`src/rtl/fuse_seq_pkg.sv`:
```
package fuse_seq_pkg;

  typedef enum logic [2:0] {
    PH_IDLE  = 3'd0,
    PH_SETUP = 3'd1,
    PH_PULSE = 3'd2,
    PH_HOLD  = 3'd3,
    PH_RECOV = 3'd4
  } phase_e;

  // Active strobe length minus one for a whole-pulse field and a relax field.
  // The whole pulse is field+1 cycles; two relax intervals of relax+1 come out.
  // Result clamps to 0 (one active cycle) when nothing would be left.
  function automatic longint unsigned pulse_len_m1(longint unsigned strobe_f,
                                                   longint unsigned relax_f);
    longint unsigned whole;
    longint unsigned edges;
    whole = strobe_f + 64'd1;
    edges = 64'd2 * (relax_f + 64'd1);
    return (whole > edges) ? (whole - edges - 64'd1) : 64'd0;
  endfunction

endpackage

```
`src/rtl/fuse_timing_latch.sv`:
```
module fuse_timing_latch #(
  parameter int CNT_W = 16
) (
  input  logic             clk,
  input  logic             rst_n,
  input  logic             capture_i,
  input  logic             prog_sel_i,
  input  logic [CNT_W-1:0] wait_cyc_i,
  input  logic [CNT_W-1:0] relax_cyc_i,
  input  logic [CNT_W-1:0] rd_strobe_i,
  input  logic [CNT_W-1:0] pg_strobe_i,
  output logic [CNT_W-1:0] relax_q,
  output logic [CNT_W-1:0] pulse_q,
  output logic [CNT_W-1:0] wait_q,
  output logic             prog_q
);
  import fuse_seq_pkg::*;

  logic [CNT_W-1:0] sel_strobe;
  logic [CNT_W-1:0] pulse_m1;

  assign sel_strobe = prog_sel_i ? pg_strobe_i : rd_strobe_i;
  assign pulse_m1   = CNT_W'(pulse_len_m1(64'(sel_strobe), 64'(relax_cyc_i)));

  always_ff @(posedge clk) begin
    if (!rst_n) begin
      relax_q <= '0;
      pulse_q <= '0;
      wait_q  <= '0;
      prog_q  <= 1'b0;
    end else if (capture_i) begin
      relax_q <= relax_cyc_i;
      pulse_q <= pulse_m1;
      wait_q  <= wait_cyc_i;
      prog_q  <= prog_sel_i;
    end
  end

endmodule

```
`src/rtl/fuse_phase_fsm.sv`:
```
module fuse_phase_fsm #(
  parameter int CNT_W = 16
) (
  input  logic                  clk,
  input  logic                  rst_n,
  input  logic                  start_i,
  input  logic [CNT_W-1:0]      setup_ld_i,
  input  logic [CNT_W-1:0]      relax_i,
  input  logic [CNT_W-1:0]      pulse_i,
  input  logic [CNT_W-1:0]      wait_i,
  output fuse_seq_pkg::phase_e  phase_o,
  output logic                  accept_o,
  output logic                  phase_end_o,
  output logic                  done_o
);
  import fuse_seq_pkg::*;

  phase_e           phase_q;
  logic [CNT_W-1:0] cnt_q;

  assign accept_o    = start_i && (phase_q == PH_IDLE);
  assign phase_end_o = (phase_q != PH_IDLE) && (cnt_q == '0);
  assign phase_o     = phase_q;

  always_ff @(posedge clk) begin
    if (!rst_n) begin
      phase_q <= PH_IDLE;
      cnt_q   <= '0;
      done_o  <= 1'b0;
    end else begin
      done_o <= phase_end_o && (phase_q == PH_RECOV);
      if (accept_o) begin
        phase_q <= PH_SETUP;
        cnt_q   <= setup_ld_i;
      end else if (phase_end_o) begin
        unique case (phase_q)
          PH_SETUP: begin phase_q <= PH_PULSE; cnt_q <= pulse_i; end
          PH_PULSE: begin phase_q <= PH_HOLD;  cnt_q <= relax_i; end
          PH_HOLD:  begin phase_q <= PH_RECOV; cnt_q <= wait_i;  end
          default:  begin phase_q <= PH_IDLE;  cnt_q <= '0;      end
        endcase
      end else if (phase_q != PH_IDLE) begin
        cnt_q <= cnt_q - 1'b1;
      end
    end
  end

endmodule

```
`src/rtl/fuse_pin_decode.sv`:
```
module fuse_pin_decode (
  input  fuse_seq_pkg::phase_e phase_i,
  input  logic                 prog_i,
  output logic                 busy_o,
  output logic                 array_en_o,
  output logic                 strobe_o,
  output logic                 prog_en_o
);
  import fuse_seq_pkg::*;

  always_comb begin
    busy_o     = (phase_i != PH_IDLE);
    array_en_o = (phase_i == PH_SETUP) || (phase_i == PH_PULSE) || (phase_i == PH_HOLD);
    strobe_o   = (phase_i == PH_PULSE);
    prog_en_o  = array_en_o && prog_i;
  end

endmodule

```
`src/rtl/fuse_strobe_seq.sv`:
```
module fuse_strobe_seq #(
  parameter int CNT_W = 16
) (
  input  logic             clk,
  input  logic             rst_n,
  input  logic             start_i,
  input  logic             prog_sel_i,
  input  logic [CNT_W-1:0] wait_cyc_i,
  input  logic [CNT_W-1:0] relax_cyc_i,
  input  logic [CNT_W-1:0] rd_strobe_i,
  input  logic [CNT_W-1:0] pg_strobe_i,
  output logic             busy_o,
  output logic             array_en_o,
  output logic             strobe_o,
  output logic             prog_en_o,
  output logic             done_o
);
  import fuse_seq_pkg::*;

  logic [CNT_W-1:0] relax_w, pulse_w, wait_w;
  logic             prog_w;
  logic             accept_w;
  logic             phase_end_w;
  phase_e           phase_w;

  fuse_timing_latch #(.CNT_W(CNT_W)) u_latch (
    .clk         (clk),
    .rst_n       (rst_n),
    .capture_i   (accept_w),
    .prog_sel_i  (prog_sel_i),
    .wait_cyc_i  (wait_cyc_i),
    .relax_cyc_i (relax_cyc_i),
    .rd_strobe_i (rd_strobe_i),
    .pg_strobe_i (pg_strobe_i),
    .relax_q     (relax_w),
    .pulse_q     (pulse_w),
    .wait_q      (wait_w),
    .prog_q      (prog_w)
  );

  fuse_phase_fsm #(.CNT_W(CNT_W)) u_fsm (
    .clk         (clk),
    .rst_n       (rst_n),
    .start_i     (start_i),
    .setup_ld_i  (relax_cyc_i),
    .relax_i     (relax_w),
    .pulse_i     (pulse_w),
    .wait_i      (wait_w),
    .phase_o     (phase_w),
    .accept_o    (accept_w),
    .phase_end_o (phase_end_w),
    .done_o      (done_o)
  );

  fuse_pin_decode u_dec (
    .phase_i    (phase_w),
    .prog_i     (prog_w),
    .busy_o     (busy_o),
    .array_en_o (array_en_o),
    .strobe_o   (strobe_o),
    .prog_en_o  (prog_en_o)
  );

endmodule

```
`config.mk`:
```
export PLATFORM = sky130hd
export DESIGN_NAME = fuse_strobe_seq
export DESIGN_NICKNAME = d
export VERILOG_FILES = /design/src/rtl/fuse_seq_pkg.sv /design/src/rtl/fuse_timing_latch.sv /design/src/rtl/fuse_phase_fsm.sv /design/src/rtl/fuse_pin_decode.sv /design/src/rtl/fuse_strobe_seq.sv
export SDC_FILE = /design/constraint.sdc
export NUM_CORES = 1
export LEC_CHECK = 0
export BUFFER_PORTS_ARGS = -buffer_cell sky130_fd_sc_hd__buf_4
export CORE_UTILIZATION = 50
export CTS_CLUSTER_DIAMETER = 120
export DETAILED_ROUTE_END_ITERATION = 6
export PLACE_DENSITY = 0.71
export SETUP_SLACK_MARGIN = 0.5
export SYNTH_ARGS = -nofsm -noshare
export SYNTH_HDL_FRONTEND = slang
export SYNTH_SLANG_ARGS = --single-unit
```
`constraint.sdc`:
```
create_clock -name clk -period 4.6 [get_ports clk]
set_input_delay 0.23 -clock clk [delete_from_list [all_inputs] [get_ports clk]]
set_output_delay 0.23 -clock clk [all_outputs]
set_load 0.005 [all_outputs]
```
==> flow_summary.toml <==
[clock_network]
numCtsBuffers = 9
cts-resized-gates = 0
cts_sinks = 69
htree_levels = 3
clock_latency_ns = 0.35
cts_setup_buffers = 0
clockBufferDepth = 2
cts_hold_buf = 0
cts_tree = "built"
root_buffer = "clkbuf_8"
cts.clk_slew.worst_paths_ns = 0.07

[synthesis]
synth_mux_area_share_pct = 9.68
synth-simple-area-share_pct = 23.3
synth_cell_types = 68
async_flop_share_pct = 0
ys_seq_area_share_pct = 26.1
synth_top_family_by_area = "simple AND/OR/NAND/NOR gates"
synth-main-ff-cell = "dfxtp_1"
syn-num-nets = 751
synth_area_per_cell_um2 = 7.99
synth_compound_area_share_pct = 22.9
synth_fa_ha_area_share_pct = 4.97
synth_edf_count = 0
yosys_warnings = 0
synth_xor_area_share_pct = 8.28
synth_seq_cells = 69
netlist_instances = 662
syn_area_mm2 = 0.00529

[global_routing]
grt_use_total_pct = 26.8
grt_pass1_wl_um = 23500
grt_max_degree = 56
first_global_vias = 4678
antenna_found_initial = 0
grt-ovfl-total = 0

[routing]
dr.pass1.iters = 5
routed_wl_um = 14200
drc = 0
via_per_inst = 5.90
drt-initial-drc-count = 302
vias = 4970
ant_nets = 0
wire_per_inst_um = 16.9

[pwr]
p_per_area_mw_per_mm2 = 272
leakage_nw = 2.47
vdd_drop_max_uv = 144
finalPower_w = 0.00163

[setup_path]
path_max_fanout = 33
arrival_ns = 3.91
cpMostUsedCell = "ha_1"
crit_family = "simple AND/OR/NAND/NOR gates"
worst-setup-path-type = "in2reg"
start_kind = "primary input"
slowest_delay_ns = 0.65
setup.worst_path.end_class = "flip-flop"
path_buf_inv = 1
crit_chain = "buf_4 > mux2_2 > ha_1 > nand3_1 > nor2b_1 > nand2_1 > xor2_1 > ha_1 > nand4_1 > nor3_1 > a221oi_2 > a211oi_4 > a32o_1"
cp.required_ns = 4.89
crit_slowest_cell = "a211oi_4"

[timing]
finalSetupTns_ns = 0
tightest_slew_ns = 0.870
slew_violations = 0
finalClockSkew_ns = 0.00489
finalHoldViolations = 0
maxSlewHeadroom_pct = 40.5
setup_viol = 0
fmax_ghz = 0.277
min_period_ns = 3.61
rsz0062_at_grt = "false"
final.period_utilization_pct = 78.6

[placed_design]
dp_hpwl_um = 10300
portBuffers = 72
place_congestion = 0.936

[die]
die-height_um = 105
placementRows = 37
die_w_um = 105
start_util_pct = 51.4
die-area_mm2 = 0.0110
io-pin-count = 73
core_region_area_mm2 = 0.0103

[finish]
fillCellCount = 960
seq_area_mm2 = 0.00138
diodes = 0
multi_input_area_mm2 = 0.00366
drive_gt1_share_pct = 18.0
syn2layout_area_growth_pct = 13.3
finish.net_count = 794

[job]
maxCapViolations = 0

[worst_hold_path]
hp-class = "in2reg"

[outcome]
status = "finished, final reports clean"
final timing paths:
check / from / cells after the start / slack, ns / to
setup / recovery: prog_sel_i / 13 / 0.99 / u_latch.pulse_q[14]
hold / removal: wait_cyc_i[6] / 3 / 0.14 / u_latch.wait_q[6]
setup reg to reg: u_fsm.phase_o[0] / 8 / 1.88 / u_fsm.phase_o[2]
hold reg to reg: u_latch.relax_q[13] / 2 / 0.46 / u_latch.relax_q[13]
state kept, by name, indices dropped and copies added (netlist names):
signal / flops
u_fsm.cnt_q: 16
u_latch.pulse_q: 16
u_latch.relax_q: 16
u_latch.wait_q: 16
u_fsm.phase_o: 3
u_fsm.done_o: 1
u_latch.prog_q: 1
where the power goes:
| group | internal [W] | total [W] | switching, W |
|---|---|---|---|
| combinational | 0.000249 | 0.000567 | 0.000318 |
| clock | 0.000184 | 0.000388 | 0.000204 |
| sequential | 0.000639 | 0.000675 | 0.0000360 |
| total | 0.00107 | 0.00163 | 0.000558 |
synth_stat cells, types with 3 or more instances:
| library cell | number | area, um2 |
|---|---|---|
| nor3_1 | 21 | 105 |
| and3_1 | 14 | 87.6 |
| nand2b_1 | 3 | 18.8 |
| nor2_1 | 21 | 78.8 |
| clkbuf_1 | 29 | 109 |
| buf_1 | 3 | 11.3 |
| xnor2_1 | 15 | 131 |
| a2111oi_0 | 3 | 26.3 |
| ha_1 | 21 | 263 |
| nor2b_1 | 9 | 56.3 |
| a22o_1 | 10 | 87.6 |
| a32o_1 | 8 | 80.1 |
| buf_2 | 14 | 70.1 |
| and2_1 | 4 | 25.0 |
| mux2i_1 | 26 | 260 |
| and4_1 | 3 | 26.3 |
| o311a_1 | 4 | 40.0 |
| xor2_1 | 35 | 307 |
| nand4_1 | 9 | 56.3 |
| inv_1 | 14 | 52.6 |
| o21bai_1 | 3 | 22.5 |
| o21ai_0 | 13 | 65.1 |
| o311ai_1 | 5 | 43.8 |
| dfxtp_1 | 69 | 1380 |
| nand2_1 | 125 | 469 |
| or3_1 | 3 | 18.8 |
| mux2_2 | 21 | 236 |
| a211o_1 | 5 | 43.8 |
| a21oi_1 | 21 | 105 |
| o211ai_1 | 4 | 30.0 |
| a21boi_0 | 34 | 255 |
| nor3b_1 | 3 | 22.5 |
| a22oi_1 | 17 | 128 |
| nand3_1 | 23 | 115 |
| a211oi_1 | 3 | 22.5 |
| a21o_1 | 4 | 30.0 |
layout make-up:
cell class / instances / area share (%)
multi-input cells: 532 / 61.1
flip-flops and latches: 69 / 23.1
repair buffers: 79 / 9.90
well taps: 136 / 2.84
clock buffers: 12 / 2.26
inverters: 14 / 0.877
cells by family after synthesis:
kind of cell    count (synthesis)
simple gates                  255
mux                            48
fa+ha+maj                      21
flops                          69
xor+xnor                       50
compound gates                158
buf+inv                        61
cell usage in the layout, fill, tap and decap left out, drive strengths merged, types with 4 or more instances in the layout:
| cell | n |
|---|---|
| nand2 | 125 |
| buf | 79 |
| dfxtp | 69 |
| a21boi | 36 |
| xor2 | 35 |
| mux2i | 26 |
| nand3 | 24 |
| nor2 | 22 |
| mux2 | 22 |
| nor3 | 22 |
| a21oi | 21 |
| ha | 21 |
| a22oi | 17 |
| o21ai | 16 |
| xnor2 | 15 |
| and3 | 15 |
| inv | 14 |
| clkbuf | 12 |
| a22o | 10 |
| nor2b | 9 |
| nand4 | 9 |
| a32o | 8 |
| and2 | 6 |
| a211o | 5 |
| o311ai | 5 |
| a211oi | 5 |
| a21o | 4 |
| o211ai | 4 |
| o311a | 4 |
stage by stage:
| step | utilization, % | worst slack [ns] | area, um2 | cells | hold WS, ns |
|---|---|---|---|---|---|
| after detailed placement | 57.0 | 0.591 | 5850 | 830 | 0.458 |
| after floorplan | - | 1.09 | 5290 | 662 | 0.375 |
| after global placement | 57.0 | 0.725 | 5850 | 830 | 0.448 |
| after CTS | 58.3 | 0.951 | 5990 | 842 | 0.126 |
| final | 58.3 | 0.987 | 5990 | 842 | 0.139 |
| after global routing | 58.3 | 0.669 | 5990 | 842 | 0.132 |
worst register-to-register path, cell delays in order, from the launching register on:
cell,delay (ns)
dfxtp_1,0.30
buf_4,0.29
nor3_2,0.08
buf_4,0.25
nor4b_2,0.37
nand3_2,0.62
nor3b_1,0.51
a22oi_1,0.11
nor2b_1,0.13
layer usage:
metal  routed length [um]  global-route usage (%)  vias up  share of wire [%]
met5                    0                       0        -                  0
met4                  230                    8.35        0                1.6
met3                  642                    3.37       18                4.5
met2                 6810                    45.9      160                 48
met1                 6540                    34.9     2319                 46
li1                     -                       -     2473                  -
Power figures use the tool's default switching activity.
